==> config.mk <==
export PLATFORM = sky130hd
export DESIGN_NAME = ivl_tick_timer
export DESIGN_NICKNAME = d
export VERILOG_FILES = /design/src/rtl/ivl_tick_pkg.sv /design/src/rtl/ivl_reg_port.sv /design/src/rtl/ivl_ms_prescaler.sv /design/src/rtl/ivl_period_counter.sv /design/src/rtl/ivl_irq_latch.sv /design/src/rtl/ivl_tick_timer.sv
export SDC_FILE = /design/constraint.sdc
export NUM_CORES = 1
export LEC_CHECK = 0
export BUFFER_PORTS_ARGS = -buffer_cell sky130_fd_sc_hd__buf_2
export CORE_MARGIN = 1
export CORE_UTILIZATION = 40
export CTS_BUF_LIST = sky130_fd_sc_hd__clkbuf_4 sky130_fd_sc_hd__clkbuf_8
export DETAILED_ROUTE_END_ITERATION = 10
export PLACE_DENSITY_LB_ADDON = 0.15
export SYNTH_ARGS = -nofsm -noshare
export SYNTH_HDL_FRONTEND = slang
export SYNTH_HIERARCHICAL = 1
export SYNTH_SLANG_ARGS = --single-unit
==> constraint.sdc <==
create_clock -name clk -period 7 [get_ports clk]
set_input_delay 0.35 -clock clk [delete_from_list [all_inputs] [get_ports clk]]
set_output_delay 0.35 -clock clk [all_outputs]
set_load 0.1 [all_outputs]
==> src/rtl/ivl_tick_pkg.sv <==
package ivl_tick_pkg;

   // Kind of register access decoded in a cycle
   typedef enum logic [1:0] {
      ACC_IDLE      = 2'd0,
      ACC_RELOAD_WR = 2'd1,
      ACC_COUNT_RD  = 2'd2,
      ACC_UNMAPPED  = 2'd3
   } acc_kind_e;

   // Width of a counter that must hold values 0 .. n-1
   function automatic int unsigned cnt_width(input int unsigned n);
      return (n <= 1) ? 1 : $clog2(n);
   endfunction

endpackage

==> src/rtl/ivl_reg_port.sv <==
module ivl_reg_port
   import ivl_tick_pkg::*;
#(
   parameter int unsigned ADDR_W      = 8,
   parameter int unsigned DATA_W      = 32,
   parameter int unsigned RELOAD_W    = 16,
   parameter int unsigned RELOAD_ADDR = 'h14,
   parameter int unsigned COUNT_ADDR  = 'h1C
) (
   input  logic                clk,
   input  logic                rst_n,
   input  logic                bus_sel,
   input  logic                bus_wr,
   input  logic                bus_rd,
   input  logic [ADDR_W-1:0]   bus_addr,
   input  logic [DATA_W-1:0]   bus_wdata,
   output logic [DATA_W-1:0]   bus_rdata,
   output logic [RELOAD_W-1:0] reload_o,
   output logic                restart_o,
   output logic                ack_o
);

   localparam logic [ADDR_W-1:0] RELOAD_LOC = ADDR_W'(RELOAD_ADDR);
   localparam logic [ADDR_W-1:0] COUNT_LOC  = ADDR_W'(COUNT_ADDR);
   localparam logic [DATA_W-1:0] READ_VALUE = '0;

   acc_kind_e acc;

   always_comb begin
      acc = ACC_IDLE;
      if (bus_sel) begin
         if (bus_wr)
            acc = (bus_addr == RELOAD_LOC) ? ACC_RELOAD_WR : ACC_UNMAPPED;
         else if (bus_rd)
            acc = (bus_addr == COUNT_LOC) ? ACC_COUNT_RD : ACC_UNMAPPED;
      end
   end

   assign restart_o = (acc == ACC_RELOAD_WR);
   assign ack_o     = (acc == ACC_COUNT_RD);

   always_ff @(posedge clk) begin
      if (!rst_n)
         reload_o <= '0;
      else if (restart_o)
         reload_o <= bus_wdata[RELOAD_W-1:0];
   end

   // Every read, mapped or not, returns zero one cycle later
   always_ff @(posedge clk) begin
      if (!rst_n)
         bus_rdata <= '0;
      else if (bus_sel && bus_rd && !bus_wr)
         bus_rdata <= READ_VALUE;
   end

   generate
      if (RELOAD_W < DATA_W) begin : g_hi_bits
         logic unused_hi;
         assign unused_hi = ^bus_wdata[DATA_W-1:RELOAD_W];
      end
   endgenerate

endmodule

==> src/rtl/ivl_ms_prescaler.sv <==
module ivl_ms_prescaler
   import ivl_tick_pkg::*;
#(
   parameter int unsigned CYC_PER_MS = 250000
) (
   input  logic clk,
   input  logic rst_n,
   input  logic restart_i,
   output logic tick_o
);

   generate
      if (CYC_PER_MS == 1) begin : g_bypass
         // Every cycle is a full millisecond
         logic unused_in;
         assign unused_in = ^{clk, rst_n, restart_i};
         assign tick_o    = 1'b1;
      end else begin : g_count
         localparam int unsigned PS_W = cnt_width(CYC_PER_MS);
         localparam logic [PS_W-1:0] LAST = PS_W'(CYC_PER_MS - 1);

         logic [PS_W-1:0] cnt;

         always_ff @(posedge clk) begin
            if (!rst_n)
               cnt <= '0;
            else if (restart_i)
               cnt <= '0;
            else if (cnt == LAST)
               cnt <= '0;
            else
               cnt <= cnt + 1'b1;
         end

         assign tick_o = (cnt == LAST);
      end
   endgenerate

endmodule

==> src/rtl/ivl_period_counter.sv <==
module ivl_period_counter #(
   parameter int unsigned RELOAD_W = 16
) (
   input  logic                clk,
   input  logic                rst_n,
   input  logic                restart_i,
   input  logic                ms_tick_i,
   input  logic [RELOAD_W-1:0] reload_i,
   output logic                expire_o,
   output logic [RELOAD_W-1:0] count_o
);

   logic at_end;

   assign at_end   = (count_o == reload_i);
   // A restart in the same cycle discards the strobe
   assign expire_o = ms_tick_i && !restart_i && at_end;

   always_ff @(posedge clk) begin
      if (!rst_n)
         count_o <= '0;
      else if (restart_i)
         count_o <= '0;
      else if (ms_tick_i)
         count_o <= at_end ? '0 : count_o + 1'b1;
   end

endmodule

==> src/rtl/ivl_irq_latch.sv <==
module ivl_irq_latch (
   input  logic clk,
   input  logic rst_n,
   input  logic set_i,
   input  logic clr_i,
   output logic irq_o
);

   // Set beats clear
   always_ff @(posedge clk) begin
      if (!rst_n)
         irq_o <= 1'b0;
      else if (set_i)
         irq_o <= 1'b1;
      else if (clr_i)
         irq_o <= 1'b0;
   end

endmodule

==> src/rtl/ivl_tick_timer.sv <==
module ivl_tick_timer
   import ivl_tick_pkg::*;
#(
   parameter int unsigned CYC_PER_MS  = 250000,
   parameter int unsigned RELOAD_W    = 16,
   parameter int unsigned ADDR_W      = 8,
   parameter int unsigned DATA_W      = 32,
   parameter int unsigned RELOAD_ADDR = 'h14,
   parameter int unsigned COUNT_ADDR  = 'h1C
) (
   input  logic              clk,
   input  logic              rst_n,
   input  logic              bus_sel,
   input  logic              bus_wr,
   input  logic              bus_rd,
   input  logic [ADDR_W-1:0] bus_addr,
   input  logic [DATA_W-1:0] bus_wdata,
   output logic [DATA_W-1:0] bus_rdata,
   output logic              irq_o
);

   // Elaboration-time parameter checks
   generate
      if (CYC_PER_MS < 1) begin : g_bad_cyc
         $error("CYC_PER_MS must be at least 1");
      end
      if (RELOAD_W < 1 || RELOAD_W > DATA_W) begin : g_bad_rw
         $error("RELOAD_W must lie in 1..DATA_W");
      end
      if (RELOAD_ADDR == COUNT_ADDR) begin : g_bad_map
         $error("RELOAD_ADDR and COUNT_ADDR must differ");
      end
      if (ADDR_W < 32 && (RELOAD_ADDR >= (1 << ADDR_W) || COUNT_ADDR >= (1 << ADDR_W))) begin : g_bad_addr
         $error("register addresses must fit in ADDR_W");
      end
   endgenerate

   logic [RELOAD_W-1:0] reload_w;
   logic [RELOAD_W-1:0] per_count_w;
   logic                restart_w;
   logic                ack_w;
   logic                ms_tick_w;
   logic                expire_w;

   ivl_reg_port #(
      .ADDR_W     (ADDR_W),
      .DATA_W     (DATA_W),
      .RELOAD_W   (RELOAD_W),
      .RELOAD_ADDR(RELOAD_ADDR),
      .COUNT_ADDR (COUNT_ADDR)
   ) regs_i (
      .clk       (clk),
      .rst_n     (rst_n),
      .bus_sel   (bus_sel),
      .bus_wr    (bus_wr),
      .bus_rd    (bus_rd),
      .bus_addr  (bus_addr),
      .bus_wdata (bus_wdata),
      .bus_rdata (bus_rdata),
      .reload_o  (reload_w),
      .restart_o (restart_w),
      .ack_o     (ack_w)
   );

   ivl_ms_prescaler #(
      .CYC_PER_MS(CYC_PER_MS)
   ) presc_i (
      .clk       (clk),
      .rst_n     (rst_n),
      .restart_i (restart_w),
      .tick_o    (ms_tick_w)
   );

   ivl_period_counter #(
      .RELOAD_W(RELOAD_W)
   ) period_i (
      .clk       (clk),
      .rst_n     (rst_n),
      .restart_i (restart_w),
      .ms_tick_i (ms_tick_w),
      .reload_i  (reload_w),
      .expire_o  (expire_w),
      .count_o   (per_count_w)
   );

   // expire_w is already gated by restart, so a write beats an expiry
   ivl_irq_latch irq_i (
      .clk   (clk),
      .rst_n (rst_n),
      .set_i (expire_w),
      .clr_i (restart_w | ack_w),
      .irq_o (irq_o)
   );

endmodule

After elaboration in Yosys (flattened, before gate mapping)
Cells that the tools add are included.
{ "word_totals": {"register_bits": 51, "latch_bits": 0, "ramBits": 0, "rom_bits": 0, "input_bits": 45, "out_inout_bits": 33, "n_memories": 0} }
{ "classes": {"addsub": 2, "n_mul": 0, "n_div": 0, "order_cmp": 0, "n_eq_ne": 6, "shifts": 0, "mux": 8, "bitwise_logic": 2, "n_reduce_logical": 6} }
{ "op_table": {"columns": ["operator", "n"], "rows": [
  ["18-bit by 1-bit adder with 18-bit output, second input constant", 1],
  ["18-bit equality test, second input constant", 1],
  ["16-bit by 1-bit adder with 16-bit output, second input constant", 1],
  ["16-bit equality test", 1],
  ["8-bit by 5-bit equality test with 1-bit output, second input constant", 2],
  ["16-bit 2-to-1 mux", 1],
  ["2-bit 2-to-1 mux", 4],
  ["1-bit 2-to-1 mux", 3],
  ["3-bit OR reduction", 1],
  ["2-bit by 1-bit equality test with 1-bit output, second input constant", 1],
  ["2-bit equality test, second input constant", 1],
  ["1-bit logical AND", 2],
  ["2-bit nonzero test", 1],
  ["2-bit OR reduction", 1],
  ["1-bit logical NOT", 1],
  ["1-bit inverter", 1],
  ["1-bit OR", 1]
]} }

Longest topological paths before layout
Gate-level depths: netlist of run 1.
{ "logic_depth": {"depth_word": 10, "mapped_depth": 9, "mapped_depth_nobuf": 8} }

Cells and area by module
The synthesis of run 1 kept the hierarchy.
{ "by_module_without_submodules": {"columns": ["module", "instances", "cells_per_inst", "area_each_um2"], "rows": [
  ["ivl_reg_port", 1, 108, 937.1],
  ["ivl_period_counter", 1, 101, 898.4],
  ["ivl_ms_prescaler", 1, 92, 807.0],
  ["ivl_irq_latch", 1, 3, 41.3],
  ["ivl_tick_timer", 1, 1, 6.3]
]} }

Worst setup path before layout of run 1
No wires, ideal clock.
{ "synth_path": {"path_kind": "reg2reg", "start": "register presc_i.g_count.cnt[13]", "end": "register period_i.count_o[15]", "t_arrival_ns": 2.428, "required_ns": 6.867, "path_slack_ns": 4.439, "stages_incl_launch_ff": 10, "path_buffers": 1, "path_cell_list": "dfxtp_1 -> or4_1 -> or4_4 -> nor2_1 -> clkbuf_1 -> nand4_1 -> nor2_1 -> nand4_1 -> xor2_1 -> nor2_1"} }
{ "synth_between": {"elab_chain_cells": 1} }
{ "synth_rtl": {"columns": ["item", "line", "rtl"], "rows": [
  ["from (decl)", "ivl_ms_prescaler.sv:22", "logic [PS_W-1:0] cnt;"],
  ["from (signal assigned)", "ivl_ms_prescaler.sv:32", "cnt <= cnt + 1'b1;"],
  ["18-bit equality test", "ivl_ms_prescaler.sv:35", "assign tick_o = (cnt == LAST);"],
  ["net ms_tick_w", "ivl_tick_timer.sv:42", "logic ms_tick_w;"],
  ["to (signal assigned)", "ivl_period_counter.sv:25", "count_o <= at_end ? '0 : count_o + 1'b1;"],
  ["to (decl)", "ivl_period_counter.sv:10", "output logic [RELOAD_W-1:0] count_o"]
]} }
The timed path passes the listed nets, and every way through them passes these cells.
A chain may end at the register's enable or synchronous reset.

Final worst setup path of run 1
Same ends and word-level chain as after synthesis.

==> results of run 1 <==
-- how the worst min path moves through the flow --
stage                                        end                    from  slack, ps
after CTS                     regs_i/reload_o[5]            bus_wdata[5]        270
after global routing          regs_i/reload_o[0]            bus_wdata[0]        280
after global placement    presc_i/g_count.cnt[0]  presc_i/g_count.cnt[0]        450
final                         regs_i/reload_o[8]            bus_wdata[8]        280
after detailed placement  presc_i/g_count.cnt[0]  presc_i/g_count.cnt[0]        460
after floorplan           presc_i/g_count.cnt[0]  presc_i/g_count.cnt[0]        430
-- worst register-to-register path, delay by kind of cell, from the launching register on --
family	cells	cell delay (ps)
simple gates	5	1850
flops	1	350
compound gates	1	730
-- registers in the layout (all words and copies together) (netlist names) --
| name | count |
|---|---|
| irq_i/irq_o | 1 |
| period_i/count_o | 16 |
| presc_i/g_count.cnt | 18 |
| regs_i/reload_o | 16 |
-- cells by family after synthesis --
kind of cell / count (synthesis) / share of synthesized area
mux: 17 / 0.0633
other cells: 1 / 0.00139
xor+xnor: 44 / 0.143
compound gates: 9 / 0.0316
simple gates: 134 / 0.244
fa+ha+maj: 2 / 0.00930
flops: 51 / 0.380
buf+inv: 47 / 0.127
-- final cells by class --
cell class | instances | area (um^2) | share of cell area
multi-input combinational | 238 | 1440 | 0.511
sequential | 51 | 1020 | 0.362
timing repair buffer | 30 | 153 | 0.0541
tap | 77 | 96.3 | 0.0341
clock buffer | 6 | 82.6 | 0.0293
inverter | 6 | 22.5 | 0.00798
clock inverter | 1 | 5.00 | 0.00177
-- routing by layer --
layer / GRT usage / part of all wire
met1: 0.181 / 0.50
met2: 0.219 / 0.44
met3: 0.0317 / 0.041
met4: 0.0564 / 0.016
met5: 0 / 0
-- Yosys cell counts --
| cell type | n |
|---|---|
| or3_1 | 3 |
| buf_6 | 4 |
| and4b_1 | 1 |
| nor2b_1 | 2 |
| or4_4 | 1 |
| o21a_1 | 1 |
| nor2b_4 | 1 |
| or4b_1 | 1 |
| nand3_1 | 11 |
| xnor2_1 | 28 |
| nor4_2 | 1 |
| nor3_1 | 5 |
| and4_1 | 1 |
| nand2_1 | 42 |
| nand2b_1 | 1 |
| nor2_1 | 41 |
| or2_1 | 1 |
| nor4_1 | 7 |
| inv_1 | 6 |
| conb_1 | 1 |
| clkbuf_1 | 4 |
| ha_1 | 2 |
| and4bb_2 | 1 |
| dfxtp_1 | 51 |
| a21oi_1 | 3 |
| mux2i_1 | 17 |
| xor2_1 | 16 |
| or4_1 | 2 |
| buf_12 | 1 |
| o21ai_4 | 1 |
| nand4_1 | 11 |
| a31o_2 | 1 |
| o21ai_0 | 2 |
| buf_4 | 32 |
| o41ai_4 | 1 |
| nor4b_2 | 1 |
-- metrics by stage --
| step | total power (W) | worst slack (ps) | util | area (um^2) | cells |
|---|---|---|---|---|---|
| CTS | 0.000568 | 3900 | 0.440 | 2820 | 409 |
| detailed placement | 0.000395 | 3920 | 0.426 | 2740 | 402 |
| finish | 0.000558 | 3930 | 0.440 | 2820 | 409 |
| floorplan | 0.000400 | 4440 | - | 2810 | 336 |
| global route | 0.000581 | 3680 | 0.440 | 2820 | 409 |
| global placement | 0.000395 | 3930 | 0.426 | 2740 | 402 |
-- report_power, final --
group / internal [W] / leakage [nW] / total [W] / switching (W)
clock network: 0.0000777 / 0.0470 / 0.000170 / 0.0000925
logic: 0.00000973 / 0.622 / 0.0000950 / 0.0000853
registers: 0.000291 / 0.411 / 0.000293 / 0.00000144
total: 0.000379 / 1.08 / 0.000558 / 0.000179
==> impl_metrics.tcl, run 1 <==
set metrics [dict create \
    status "finished, violations left" \
    violations "DRC" \
    diodes 0 \
    post_cts_buffers 0 \
    worstSetupEndpointType "flop" \
    crit_fanout 16 \
    reg2reg_depth 6 \
    grt_usage 0.138 \
    crit_chain "or4_1, or4_4, nor2_1, nand2_1, o41ai_4, nor2_1" \
    maxCapViolations 0 \
    path_class "flop to flop" \
    die-area_um2 7060 \
    yosysTopAreaCell "dfxtp_1" \
    synth_warnings 6 \
    dp_hpwl_um 3260 \
    initial_core_util 0.419 \
    cpPeakStageDelay_ps 730 \
    path_delay_family "simple AND/OR/NAND/NOR gates" \
    crit_start "presc_i/g_count.cnt[13]" \
    period_share 0.438 \
    critPathArrivalTime_ps 3230 \
    nFillCells 656 \
    maxSlewViolCount 0 \
    vdd_drop_max_mv 0.0724 \
    ys_seq_elements 51 \
    period_needed_ps 3070 \
    clock_path_buffers 2 \
    min_path_cells 3 \
    syn_to_final_growth_pct 4.93 \
    grt_first_pass_wirelength_um 7820 \
    avgSynthCellArea_um2 8.82 \
    cpMostUsedCell "nor2_1" \
    die_w_um 84.0 \
    cp_data_required_time_ps 7160 \
    r2r-start "presc_i/g_count.cnt[13]" \
    drive_gt1_frac 0.136 \
    reg2reg_slack_ps 3930 \
    layout_common_cells "dfxtp_1, nand2_1, nor2_1" \
    root_buffer "clkbuf_8" \
    vias_per_cell 4.69 \
    critical_path_depth 6 \
    wire_per_inst_um 11.1 \
    rr_endpoint "period_i/count_o[15]" \
    worst_slew_pin_slew_ps 864 \
    synth_area_leaders "dfxtp_1, xnor2_1, buf_4" \
    die_h_um 84.0 \
    num_vias 1920 \
    portBuffers 29 \
    p_per_area_nw_per_um2 198 \
    clock_latency_ps 300 \
    dr.first_iter.drc_count 72 \
    syn_inst 305 \
    cts_resized 0 \
    gp_congestion 0.807 \
    final_nets 379 \
    setup_viol 0 \
    p_leak_nw 1.08 \
    clock.fmax_mhz 326 \
    yosysSeqAreaShare 0.380 \
    syn_area_um2 2690 \
    drc 17 \
    cts_tree "done" \
    num_io_pins 78 \
    relSlewSlack 0.422 \
    firstDrtPassIters 9 \
    cp-start-kind "flop" \
    clk_pin_slew_ps 90 \
    setup.worst_path.end "period_i/count_o[15]" \
    cts_buffers 5 \
    h-tree-depth 2 \
    core_um2 6420 \
    rsz0062_at_grt "false" \
    whs_ps 280 \
    grt_pass1_vias 1693 \
    grt_max_degree 36 \
    setup-tns-final_ps 0 \
    skew_ps 9.39 \
    globalRouteOverflowTotal 0 \
    crit_slowest_cell "o41ai_4" \
    final_common_cell "dfxtp_1" \
    cts.sinks 51 \
    final_antenna_net_count 0 \
    synth_top_area_share 0.380 \
    row_count 29 \
    grt_antenna_before_repair 0 \
    synthDistinctLibCells 36 \
    crit_buf_inv 0 \
    timing.final.hold_violations 0 \
    cts_hold_buf 0 \
    wl_um 4540 \
    hold_path.class "input pin to flop" \
]
Power figures use the tool's default switching activity.
==> run 2, diff against run 1 <==
--- a/config.mk
+++ b/config.mk
@@ -5,6 +5,7 @@
 export SDC_FILE = /design/constraint.sdc
 export NUM_CORES = 1
 export LEC_CHECK = 0
+export ABC_AREA = 1
 export BUFFER_PORTS_ARGS = -buffer_cell sky130_fd_sc_hd__buf_2
 export CORE_MARGIN = 1
 export CORE_UTILIZATION = 40
==> constraint.sdc (replaced) <==
create_clock -name clk -period 2.83 [get_ports clk]
set_input_delay 0.1415 -clock clk [delete_from_list [all_inputs] [get_ports clk]]
set_output_delay 0.1415 -clock clk [all_outputs]
set_load 0.1 [all_outputs]
==> run 2 against run 1 <==
Compared with the run above:
- the flow now finishes without violations
- highest routed layer unchanged
- cell area grew 25%
- critical endpoint unchanged
- worst setup slack got worse by 3400 ps
- via count grew 44%
- synthesized cell count grew 66%
==> impl_metrics.tcl, run 2 <==
set metrics [dict create \
    synth_area_leaders "dfxtp_1, nand2_1, inv_1" \
    row_count 33 \
    syn_area_um2 3380 \
    post_dp_cell_area_um2 3410 \
    layout_common_cells "nand2_1, inv_1, nor2_1" \
    setup_viol 0 \
    ys_seq_elements 51 \
    crit_fanout 16 \
    skew_ps 10.7 \
    crit_buf_inv 1 \
    cts.sinks 51 \
    yosysSeqAreaShare 0.302 \
    diodes 0 \
    cts_tree "done" \
    r2r-start "presc_i/g_count.cnt[0]" \
    grt_antenna_before_repair 0 \
    largest_registers "presc_i/g_count.cnt: 18 flops, period_i/count_o: 16 flops, regs_i/reload_o: 16 flops" \
    cts_hold_buf 0 \
    largest_reg_flops 18 \
    drc 0 \
    dr.first_iter.drc_count 131 \
    regMostFlops "presc_i/g_count.cnt" \
    vdd_drop_max_mv 0.180 \
    nFillCells 908 \
    status "finished, final reports clean" \
    reg2reg_depth 13 \
    seq_power_share 0.474 \
    period_share 0.818 \
    final_cells 638 \
    p_per_area_nw_per_um2 434 \
    final_common_cell "nand2_1" \
    clock_power_share 0.359 \
    reg2reg_slack_ps 510 \
    setup.worst_path.end "period_i/count_o[15]" \
    rr_endpoint "period_i/count_o[15]" \
    syn_inst 506 \
    switching_share 0.320 \
    die-area_um2 8810 \
    grt_first_pass_wirelength_um 10600 \
    num_io_pins 78 \
    avgSynthCellArea_um2 6.67 \
    clock.fmax_mhz 432 \
    wire_per_inst_um 9.73 \
    fin_total_pwr_w 0.00153 \
    wl_um 6210 \
    maxSlewViolCount 0 \
    clock_latency_ps 310 \
    yosysTopAreaCell "dfxtp_1" \
    firstDrtPassIters 5 \
    synth_most_common_cell "nand2_1" \
    fin_area_um2 3530 \
    gp_congestion 0.805 \
    synthArstFlopShare 0 \
    num_vias 2765 \
    drive_gt1_frac 0.178 \
    hold_path.class "input pin to flop" \
    syn_to_final_growth_pct 4.56 \
    dp.cells 630 \
    timing.final.hold_violations 0 \
    grt_usage 0.150 \
    globalRouteOverflowTotal 0 \
    cts_resized 0 \
    grt_pass1_vias 2274 \
    cpMostUsedCell "nand2_1" \
    dp_hpwl_um 4680 \
    root_buffer "clkbuf_8" \
    clock_path_buffers 2 \
    switching_power_w 0.000489 \
    core_um2 8180 \
    cts_buffers 5 \
    cpPeakStageDelay_ps 400 \
    synth_ff_type "dfxtp_1" \
    final_nets 579 \
    path_delay_family "simple AND/OR/NAND/NOR gates" \
    die_h_um 93.9 \
    h-tree-depth 2 \
    synth_warnings 6 \
    period_needed_ps 2320 \
    grt_max_degree 33 \
    fin_util 0.432 \
    cp-start-kind "flop" \
    critPathArrivalTime_ps 2520 \
    crit_slowest_cell "dfxtp_1" \
    cp_data_required_time_ps 3030 \
    post_cts_buffers 0 \
    synth_edf_count 0 \
    initial_core_util 0.413 \
    die_w_um 93.9 \
    synthDistinctLibCells 35 \
    vias_per_cell 4.33 \
    path_class "flop to flop" \
    synth_top_area_share 0.302 \
    final_antenna_net_count 0 \
    p_leak_nw 1.48 \
    worstSetupEndpointType "flop" \
    worst_slew_pin_slew_ps 648 \
    netlist_top_cells_count "nand2_1, inv_1, nor2_1, dfxtp_1, nand3_1" \
    crit_chain "ha_1, nand2_1, nor2_2, nand2_1, nor4_1, buf_4, nand2_1, nor2_1, nand2_1, nor2_2, nand3_2, nand2_4, nor2_1" \
    critical_path_depth 13 \
    internal_power_w 0.00104 \
    rsz0062_at_grt "false" \
    relSlewSlack 0.564 \
    maxCapViolations 0 \
    setup-tns-final_ps 0 \
    portBuffers 29 \
    crit_start "presc_i/g_count.cnt[0]" \
    clk_pin_slew_ps 100 \
    p_comb_frac 0.168 \
]
[run 2: cell count changes in the layout (fill, tap and decap cells not counted), moves of 5 or more]
cell,previous run,this run
a21oi_2,0,5
a21oi_1,3,12
nor2_2,0,31
nand3_1,11,33
xnor2_1,28,4
mux2i_1,17,0
nand2_1,42,119
nor2_1,41,71
inv_1,6,76
[run 2: area by class of cell]
type                       instances  area [um^2]  area share
inverter                          80          300      0.0850
clock buffer                       6         82.6      0.0234
timing repair buffer              30          153      0.0432
multi-input combinational        364         1800       0.511
tap                              105          131      0.0372
sequential                        51         1020       0.289
clock inverter                     2         38.8      0.0110
[run 2: routing by layer]
layer  track usage  part of all wire  vias up  routed length [um]
met1         0.217              0.53     1183                3280
met5             0                 0        -                   0
met2         0.224              0.42       62                2610
met3        0.0307             0.039        7                 245
li1              -                 -     1513                   -
met4        0.0423             0.012        0                  74
[run 2: tightest hold or removal path: stages]
cell and delay [ps]:
buf_2 70, inv_1 30, nand3_1 60, nand2_1 40, nor2_1 70
[run 2: metrics by stage]
step / hold WS, ps / setup WS, ps
detailed placement: 455 / 498
finish: 133 / 514
CTS: 127 / 479
global route: 158 / 287
global placement: 450 / 493
floorplan: 263 / 419
[run 2: how the worst min path moves through the flow]
| stage | endpoint | cells after the start | from | slack, ps |
|---|---|---|---|---|
| final | regs_i/reload_o[9] | 5 | bus_wdata[9] | 130 |
| after CTS | regs_i/reload_o[9] | 5 | bus_wdata[9] | 130 |
| after global routing | regs_i/reload_o[3] | 5 | bus_wdata[3] | 160 |
| after floorplan | irq_i/irq_o | 2 | rst_n | 260 |
| after detailed placement | irq_i/irq_o | 2 | irq_i/irq_o | 450 |
| after global placement | regs_i/reload_o[9] | 5 | bus_wdata[9] | 450 |
[run 2: logic make-up after synthesis]
group / count (synthesis) / synth area share
xor+xnor: 19 / 0.0493
other cells: 1 / 0.00111
buf+inv: 122 / 0.198
simple gates: 285 / 0.396
flops: 51 / 0.302
compound gates: 26 / 0.0459
fa+ha+maj: 2 / 0.00741
[run 2: power by group through the flow]
stage / registers (W) / clock network (W) / logic [W]
after floorplan: 0.000741 / 0 / 0.000275
after global placement: 0.000741 / 0 / 0.000257
after detailed placement: 0.000742 / 0 / 0.000258
after CTS: 0.000725 / 0.000571 / 0.000258
after global routing: 0.000726 / 0.000603 / 0.000270
final: 0.000725 / 0.000549 / 0.000257
